`src/rtl/bist_pkg.sv`:
```
package bist_pkg;

  typedef enum logic [2:0] {
    ST_IDLE, ST_WAIT, ST_NEXT, ST_ISSUE, ST_DRAIN, ST_DONE
  } bist_state_t;

  localparam logic [2:0] PH_IDLE     = 3'd0;
  localparam logic [2:0] PH_LOW      = 3'd1;
  localparam logic [2:0] PH_BANKS    = 3'd2;
  localparam logic [2:0] PH_SAMEBANK = 3'd3;
  localparam logic [2:0] PH_SINGLE   = 3'd4;
  localparam logic [2:0] PH_STREAM   = 3'd5;
  localparam logic [2:0] PH_CHUNK    = 3'd6;
  localparam logic [2:0] PH_STRIDE   = 3'd7;

  localparam logic [31:0] BANKS_BASE = 32'd1087;
  localparam logic [31:0] BANKS_STEP = 32'd1031;
  localparam logic [31:0] SAME_BASE  = 32'd1109;
  localparam logic [31:0] SAME_STEP  = 32'd1024;
  localparam logic [31:0] WR_STRIDE  = 32'd3889;
  localparam logic [31:0] RD_STRIDE  = 32'd7477;

  localparam int CASE_ITEMS = 8;
  localparam int WR_CHUNK   = 3;
  localparam int RD_CHUNK   = 13;

  localparam logic [31:0] MIX_MULT  = 32'h9E3779B1;
  localparam logic [31:0] LFSR_TAPS = 32'hEDB88320;

endpackage

```
`src/rtl/bist_addr_gen.sv`:
```
module bist_addr_gen
  import bist_pkg::*;
#(
  parameter int ADDR_W = 16
) (
  input  logic [2:0]        phase,
  input  logic              rd,
  input  logic [ADDR_W:0]   idx,
  input  logic [ADDR_W-1:0] mask,
  output logic [ADDR_W-1:0] addr
);
  logic [31:0] idx32;
  logic [31:0] raw;

  assign idx32 = 32'(idx);

  always_comb begin
    case (phase)
      PH_BANKS:    raw = BANKS_BASE + BANKS_STEP * idx32;
      PH_SAMEBANK: raw = SAME_BASE + SAME_STEP * idx32;
      PH_STRIDE:   raw = rd ? (RD_STRIDE * idx32) : (WR_STRIDE * idx32);
      default:     raw = idx32;
    endcase
  end

  assign addr = raw[ADDR_W-1:0] & mask;
endmodule

```
`src/rtl/bist_pattern.sv`:
```
module bist_pattern
  import bist_pkg::*;
#(
  parameter int ADDR_W = 16
) (
  input  logic [31:0]       seed,
  input  logic [2:0]        phase,
  input  logic [ADDR_W-1:0] addr,
  output logic [31:0]       word
);
  logic [31:0] mix;

  assign mix  = seed ^ (32'(addr) * MIX_MULT) ^ {phase, 29'd0};
  assign word = {1'b0, mix[31:1]} ^ (mix[0] ? LFSR_TAPS : 32'd0);
endmodule

```
`src/rtl/bist_mem_sequencer.sv`:
```
module bist_mem_sequencer
  import bist_pkg::*;
#(
  parameter int ADDR_W         = 16,
  parameter int STARTUP_CYCLES = 141195,
  localparam int SZ_W  = $clog2(ADDR_W + 1),
  localparam int CNT_W = $clog2(STARTUP_CYCLES + 2),
  localparam int IW    = ADDR_W + 1
) (
  input  logic              clk,
  input  logic              rst,
  input  logic              start,
  input  logic [SZ_W-1:0]   size_log2,
  input  logic [31:0]       seed,
  output logic              req_valid,
  input  logic              req_ready,
  output logic              req_we,
  output logic [ADDR_W-1:0] req_addr,
  output logic [31:0]       req_wdata,
  input  logic              rsp_valid,
  input  logic [31:0]       rsp_rdata,
  input  logic              rsp_err,
  output logic              done,
  output logic              pass,
  output logic [2:0]        phase,
  output logic [ADDR_W-1:0] fail_addr,
  output logic [31:0]       fail_exp,
  output logic [31:0]       fail_got
);
  bist_state_t       st;
  logic [CNT_W-1:0]  wait_cnt;
  logic [ADDR_W-1:0] mask_q;
  logic [IW-1:0]     nwords_q, bidx, iidx, ridx, bend, outst;
  logic [31:0]       seed_q;
  logic              rd_q;
  logic [2:0]        ph_q;

  logic              is_case, busy, accept, mismatch;
  logic [IW-1:0]     total, nom_len, remain, blen;
  logic [ADDR_W-1:0] rsp_addr;
  logic [31:0]       exp_word;
  logic [IW-1:0]     region_n;

  logic              adv_end, adv_rd, adv_newph;
  logic [2:0]        adv_ph;
  logic [IW-1:0]     adv_bidx;

  assign is_case  = (ph_q != PH_IDLE) && (ph_q <= PH_SAMEBANK);
  assign busy     = (st == ST_ISSUE) || (st == ST_DRAIN);
  assign accept   = req_valid && req_ready;
  assign region_n = IW'(1) << size_log2;

  assign total   = is_case ? IW'(CASE_ITEMS) : nwords_q;
  assign nom_len = (ph_q == PH_STREAM) ? nwords_q :
                   (ph_q == PH_CHUNK)  ? (rd_q ? IW'(RD_CHUNK) : IW'(WR_CHUNK)) :
                   IW'(1);
  assign remain  = total - bidx;
  assign blen    = (nom_len < remain) ? nom_len : remain;

  // request side address / data
  bist_addr_gen #(.ADDR_W(ADDR_W)) u_issue_addr (
    .phase(ph_q), .rd(rd_q), .idx(iidx), .mask(mask_q), .addr(req_addr)
  );
  bist_pattern #(.ADDR_W(ADDR_W)) u_issue_pat (
    .seed(seed_q), .phase(ph_q), .addr(req_addr), .word(req_wdata)
  );

  // response side: regenerate address and expected word from response index
  bist_addr_gen #(.ADDR_W(ADDR_W)) u_check_addr (
    .phase(ph_q), .rd(rd_q), .idx(ridx), .mask(mask_q), .addr(rsp_addr)
  );
  bist_pattern #(.ADDR_W(ADDR_W)) u_check_pat (
    .seed(seed_q), .phase(ph_q), .addr(rsp_addr), .word(exp_word)
  );

  assign mismatch = rsp_valid && busy && (rsp_err || (rd_q && (rsp_rdata != exp_word)));

  assign req_valid = (st == ST_ISSUE);
  assign req_we    = !rd_q;
  assign phase     = ph_q;

  // where to go after a burst has fully drained
  always_comb begin
    adv_ph    = ph_q;
    adv_rd    = rd_q;
    adv_bidx  = bidx;
    adv_newph = 1'b0;
    adv_end   = 1'b0;
    if (is_case) begin
      if (!rd_q) adv_rd = 1'b1;
      else if (bidx == IW'(CASE_ITEMS - 1)) adv_newph = 1'b1;
      else begin
        adv_rd   = 1'b0;
        adv_bidx = bidx + IW'(1);
      end
    end else if (bend != total) begin
      adv_bidx = bend;
    end else if (!rd_q) begin
      adv_rd   = 1'b1;
      adv_bidx = '0;
    end else begin
      adv_newph = 1'b1;
    end
    if (adv_newph) begin
      if (ph_q == PH_STRIDE) adv_end = 1'b1;
      else begin
        adv_ph   = ph_q + 3'd1;
        adv_rd   = 1'b0;
        adv_bidx = '0;
      end
    end
  end

  always_ff @(posedge clk) begin
    if (rst) begin
      st        <= ST_IDLE;
      wait_cnt  <= '0;
      mask_q    <= '0;
      nwords_q  <= '0;
      seed_q    <= '0;
      rd_q      <= 1'b0;
      ph_q      <= PH_IDLE;
      bidx      <= '0;
      iidx      <= '0;
      ridx      <= '0;
      bend      <= '0;
      outst     <= '0;
      done      <= 1'b0;
      pass      <= 1'b0;
      fail_addr <= '0;
      fail_exp  <= '0;
      fail_got  <= '0;
    end else begin
      if (busy) begin
        case ({accept, rsp_valid})
          2'b10:   outst <= outst + IW'(1);
          2'b01:   outst <= outst - IW'(1);
          default: outst <= outst;
        endcase
        if (rsp_valid) ridx <= ridx + IW'(1);
      end
      case (st)
        ST_IDLE, ST_DONE: begin
          if (start) begin
            mask_q    <= ADDR_W'(region_n - IW'(1));
            nwords_q  <= region_n;
            seed_q    <= seed;
            wait_cnt  <= CNT_W'(STARTUP_CYCLES);
            outst     <= '0;
            ph_q      <= PH_IDLE;
            rd_q      <= 1'b0;
            done      <= 1'b0;
            pass      <= 1'b0;
            fail_addr <= '0;
            fail_exp  <= '0;
            fail_got  <= '0;
            st        <= ST_WAIT;
          end
        end
        ST_WAIT: begin
          if (wait_cnt == '0) begin
            ph_q <= PH_LOW;
            rd_q <= 1'b0;
            bidx <= '0;
            st   <= ST_NEXT;
          end else begin
            wait_cnt <= wait_cnt - CNT_W'(1);
          end
        end
        ST_NEXT: begin
          iidx <= bidx;
          ridx <= bidx;
          bend <= bidx + blen;
          st   <= ST_ISSUE;
        end
        ST_ISSUE: begin
          if (accept) begin
            iidx <= iidx + IW'(1);
            if (iidx + IW'(1) == bend) st <= ST_DRAIN;
          end
        end
        ST_DRAIN: begin
          if (outst == '0) begin
            if (adv_end) begin
              done <= 1'b1;
              pass <= 1'b1;
              st   <= ST_DONE;
            end else begin
              ph_q <= adv_ph;
              rd_q <= adv_rd;
              bidx <= adv_bidx;
              st   <= ST_NEXT;
            end
          end
        end
        default: st <= ST_IDLE;
      endcase
      if (mismatch) begin
        fail_addr <= rsp_addr;
        fail_exp  <= exp_word;
        fail_got  <= rsp_rdata;
        done      <= 1'b1;
        pass      <= 1'b0;
        st        <= ST_DONE;
      end
    end
  end

  AST_REQ_IN_REGION: assert property (@(posedge clk) disable iff (rst)
    req_valid |-> ((req_addr & ~mask_q) == '0));
  AST_STALL_HOLD: assert property (@(posedge clk) disable iff (rst)
    (req_valid && !req_ready) |=> (done || (req_valid && $stable(req_addr)
      && $stable(req_we) && $stable(req_wdata))));
  AST_PASS_NEEDS_DONE: assert property (@(posedge clk) disable iff (rst)
    pass |-> done);
  AST_QUIET_WHEN_DONE: assert property (@(posedge clk) disable iff (rst)
    done |-> !req_valid);
  AST_DONE_HOLDS: assert property (@(posedge clk) disable iff (rst)
    (done && !start) |=> (done && $stable(pass) && $stable(fail_addr)));
  AST_PHASE_ACTIVE: assert property (@(posedge clk) disable iff (rst)
    req_valid |-> (phase != PH_IDLE));
endmodule

```
`config.mk`:
```
export PLATFORM = sky130hd
export DESIGN_NAME = bist_mem_sequencer
export DESIGN_NICKNAME = d
export VERILOG_FILES = /design/src/rtl/bist_pkg.sv /design/src/rtl/bist_addr_gen.sv /design/src/rtl/bist_pattern.sv /design/src/rtl/bist_mem_sequencer.sv
export SDC_FILE = /design/constraint.sdc
export NUM_CORES = 2
export LEC_CHECK = 0
export ABC_AREA = 1
export BUFFER_PORTS_ARGS = -buffer_cell sky130_fd_sc_hd__clkbuf_2
export CAP_MARGIN = 20
export CORE_UTILIZATION = 45
export DETAILED_ROUTE_END_ITERATION = 8
export PLACE_DENSITY_LB_ADDON = 0.15
export SLEW_MARGIN = 20
export SYNTH_ARGS = -nofsm -noshare
export SYNTH_HDL_FRONTEND = slang
export SYNTH_SLANG_ARGS = --single-unit
```
`constraint.sdc`:
```
create_clock -name clk -period 23.6 [get_ports clk]
set_input_delay 2.36 -clock clk [delete_from_list [all_inputs] [get_ports clk]]
set_output_delay 2.36 -clock clk [all_outputs]
set_load 0.02 [all_outputs]
```
==> qor.log <==
[run_status] result of the run finished, final reports clean
[timing] Relative slew margins 23.6%
[drt] top layer reached by signal wires met4
[power_and_ir_drop] Max VDD drop 0.0000859 V
[hold_path] Min-Delay Path Class reg2reg
[floorplan] Die W 295 µm
[timing] final clock skew 0.0393 ns
[synth] Async SR Flop Fraction 0%
[floorplan] height of the die 295 µm
[timing] total setup violations reported at the end of the flow 0
[critical_path] destination of the worst register-to-register timing path fail_exp[24]$_SDFFE_PP0P_
[timing] final hold slack 0.463 ns
[drt] DRC violation count after routing 0
[clock_tree] number of buffers inserted to repair setup after CTS 0
[floorplan] area of the die 86800 µm²
[timing] min setup slack post-route 10.03 ns
[placement] final weighted congestion in routability-driven placement 0.980
[floorplan] IO Pins 210
[timing] setup repair after global routing missed its margin false
[critical_path] buffer and inverter count on the worst path 12
[final_layout] layout filler cell count 8505
[placement] Post-DP HPWL 106000 µm
[critical_path] signal arrival time at the worst endpoint 11.21 ns
[global_routing] antenna violations before repair 2
[critical_path] kind of launch point of the worst setup path flop
[clock_tree] clock latency on the worst-skew pair 0.59 ns
[placement] count of input and output buffers 209
[drt] met3 wire length 8290 µm
[drt] via count 33700
[power_and_ir_drop] Gate power share 74.4%
[synth] Gate Count Post-Synth 4940
[drt] average routed wire per standard cell 20.8 µm
[final_layout] number of nets at the end of the flow 6142
[global_routing] global-route wire length before repair 202000 µm
[run] Max-Cap Viols 0
[drt] count of nets left with antenna violations after detail routing 0
[drt] via density per instance 5.38
[hold_path] cell depth of the worst hold path 2
[final_layout] share of post-route cells with drive strength above 1 7.24%
[synth] register bit total from synthesis 256
[critical_path] worst reg-to-reg path cell count 43
[global_routing] maximum number of pins on one net before global-route repair 85
[critical_path] highest net fanout along the worst path 16
[synth] net count after synthesis 5982
[global_routing] overall routing resource usage 30.5%
[synth] Top FF cell, synth sky130_fd_sc_hd__dfxtp_1
[drt] sum of routed wire segments on met1 58600 µm
[timing] final critical-path share of the clock period 57.5%
[floorplan] total core area 84200 µm²
[global_routing] Remaining Overflow, GRT 0
[floorplan] Initial Util 45.8%
[global_routing] vias in the first global route 33900
[floorplan] number of placement rows 106
[critical_path] biggest cell delay along the critical path 0.88 ns
[power_and_ir_drop] sequential group share of total power 13.9%
[synth] yosys synthesis warning count 0
[power_and_ir_drop] power per cell area 113 nW/µm²
[timing] transition time at the pin with the least slew margin 1.14 ns
[drt] WL final 130000 µm
[clock_tree] clock root buffer master sky130_fd_sc_hd__clkbuf_16
[hold_path] Min-Delay Startpoint ridx[3]$_SDFFE_PP0P_
[synth] post-synthesis average cell area 7.80 µm²
[hold_path] WHS Endpoint ridx[3]$_SDFFE_PP0P_
[power_and_ir_drop] internal cell power 2080 µW
[final_layout] P&R area growth vs syn 9.00%
[timing] number of hold-slack violations in the final timing report 0
[timing] Pins Over Slew Limit 0
[critical_path] Data required, critical path 21.24 ns
[synth] share of the yosys chip area belonging to registers 13.3%
[timing] fmax 73.7 MHz
[clock_tree] CTS Buffer Depth 3
[critical_path] Reg-to-Reg Start ridx[2]$_SDFFE_PP0P_
[critical_path] CP max-delay cell sky130_fd_sc_hd__a31oi_1
[clock_tree] sinks on the clock net 256
[drt] length of the first detailed-routing pass in iterations 5
[synth] number of distinct standard cells referenced by the synthesized netlist 56
[clock_tree] total number of H-tree levels 2
[power_and_ir_drop] Net Sw Frac 56.1%
[clock_tree] CTS tree yes
[clock_tree] quantity of gates resized following cts 0
[clock_tree] hold buffers post-CTS 0
[critical_path] cell family with the largest share of critical-path delay adder cells
[power_and_ir_drop] Clk pwr share 11.7%
[critical_path] kind of end point of the critical path primary output
[critical_path] cell repeated most along the worst path sky130_fd_sc_hd__inv_1
[drt] Iteration-0 DRC Markers 2214
[clock_tree] number of CTS-inserted buffers 36
[timing] time the worst path needs with I/O delays and setup 13.57 ns
[timing] setup tns final 0 ns
[power_and_ir_drop] P_sw 2650 µW
[synth] netlist area before placement 38600 µm²
[drt] metal2 WL 59300 µm
[critical_path] category of the critical setup timing path reg2out
[critical_path] setup slack on the worst flop-to-flop path 10.65 ns
[clock_tree] clk slew on worst S/H paths 0.06 ns
[placement] dpl ws 10.69 ns
[power_and_ir_drop] leakage 0.0212 µW
[synth] number of flops mapped to enable cells by yosys 0
==> state kept, by name (all words and copies together), names as in the netlist, 3 cells and up <==
register and flops:
nwords_q 17, wait_cnt 18, fail_addr 16, fail_exp 32
seed_q 32, outst 17, st 3, iidx 17
bidx 17, bend 17, phase 3, fail_got 32
mask_q 16, ridx 16
==> through the flow <==
step	area, µm²	std cells	power, µW	util (%)
after floorplan	38600	4940	3110	-
after global placement	40800	6196	4130	48.5
after detailed placement	40800	6196	4150	48.5
after CTS	42000	6260	4730	49.9
after global routing	42000	6260	5200	49.9
final	42000	6262	4740	49.9
==> cells in the mapped netlist (all sizes together), types with 2 or more instances <==
library cell	count	area share, %
a2111oi	3	0.068
a211oi	7	0.14
a21boi	3	0.058
a21o	15	0.29
a21oi	406	5.3
a221oi	9	0.20
a22oi	11	0.21
a31oi	33	0.54
buf	34	0.55
clkbuf	96	0.93
clkinv	3	0.029
dfxtp	256	13
fa	444	23
ha	523	17
inv	1101	11
nand2	585	5.8
nand3	341	4.5
nand3b	13	0.25
nand4	34	0.55
nor2	246	2.4
nor3	71	0.92
nor4	11	0.18
o2111ai	9	0.20
o211ai	21	0.41
o21a	3	0.058
o21ai	247	3.2
o21bai	13	0.25
o221ai	5	0.11
o22ai	21	0.34
o31ai	17	0.33
o32ai	5	0.11
or2	24	0.39
xnor2	124	2.9
xnor3	2	0.12
xor2	195	4.4
==> how the worst max path moves through the flow <==
stage,depth (start not counted),to,from,slack (ns)
after floorplan,37,req_wdata[27],iidx[2]$_SDFFE_PP0P_,11.93
after global placement,40,req_wdata[27],iidx[0]$_SDFFE_PP0P_,10.64
after detailed placement,38,req_wdata[29],iidx[0]$_SDFFE_PP0P_,10.69
after CTS,38,req_wdata[29],iidx[0]$_SDFFE_PP0P_,10.04
after global routing,38,req_wdata[29],iidx[0]$_SDFFE_PP0P_,9.36
final,38,req_wdata[29],iidx[0]$_SDFFE_PP0P_,10.03
==> cell families (layout without fill, tap and decap cells) <==
group                      count (synthesis)  in the layout  synth area share, %
buffers and inverters                   1234           1420                 12.2
xor gates and xnor gates                 322            322                 7.46
DFF                                      256            256                 13.3
AOI/OAI and AO/OA                        834            834                 12.0
adders and majority gates                967            967                 40.0
and+or+nand+nor                         1327           1327                 15.0
other                                      0              2                    0
==> worst reg2reg max path: cells and delay by family (launching register included) <==
family,cells,cell delay (ns)
xor+xnor,1,0.14
simple gates,15,3.55
buf+inv,5,0.32
fa+ha+maj,13,5.85
compound gates,9,2.08
flops,1,0.90
==> per-layer routing <==
layer	vias up	GRT usage, %
met5	-	0
met4	0	9.07
met3	192	4.31
met2	1050	49.3
met1	16300	42.1
li1	16100	-
==> layout by cell type (no fill, tap or decap), types with 66 or more instances in the layout <==
master                        n
sky130_fd_sc_hd__xor2_1     194
sky130_fd_sc_hd__a21oi_1    405
sky130_fd_sc_hd__xnor2_1    122
sky130_fd_sc_hd__fa_1       444
sky130_fd_sc_hd__dfxtp_1    256
sky130_fd_sc_hd__nand3_1    337
sky130_fd_sc_hd__inv_1     1091
sky130_fd_sc_hd__nand2_1    575
sky130_fd_sc_hd__nor2_1     240
sky130_fd_sc_hd__ha_1       523
sky130_fd_sc_hd__o21ai_0    244
sky130_fd_sc_hd__clkbuf_2   208
sky130_fd_sc_hd__nor3_1      66
==> power by group through the flow <==
| stage | Clock, µW | Combinational [µW] | Sequential (µW) |
|---|---|---|---|
| final | 554 | 3520 | 658 |
| after global routing | 579 | 3950 | 667 |
| after CTS | 564 | 3520 | 652 |
| after detailed placement | 0 | 3490 | 661 |
| after global placement | 0 | 3470 | 660 |
| after floorplan | 0 | 2510 | 602 |
==> area by class of cell <==
type	instances	area, µm²	share of cell area, %
multi-input combinational	3450	28800	68.5
sequential	256	5120	12.2
inverter	1104	4150	9.87
tap	1134	1420	3.38
timing repair buffer	252	1370	3.26
clock buffer	49	990	2.36
clock inverter	15	175	0.417
antenna	2	5.00	0.0119
No activity file was read; power rests on OpenSTA's default activity.
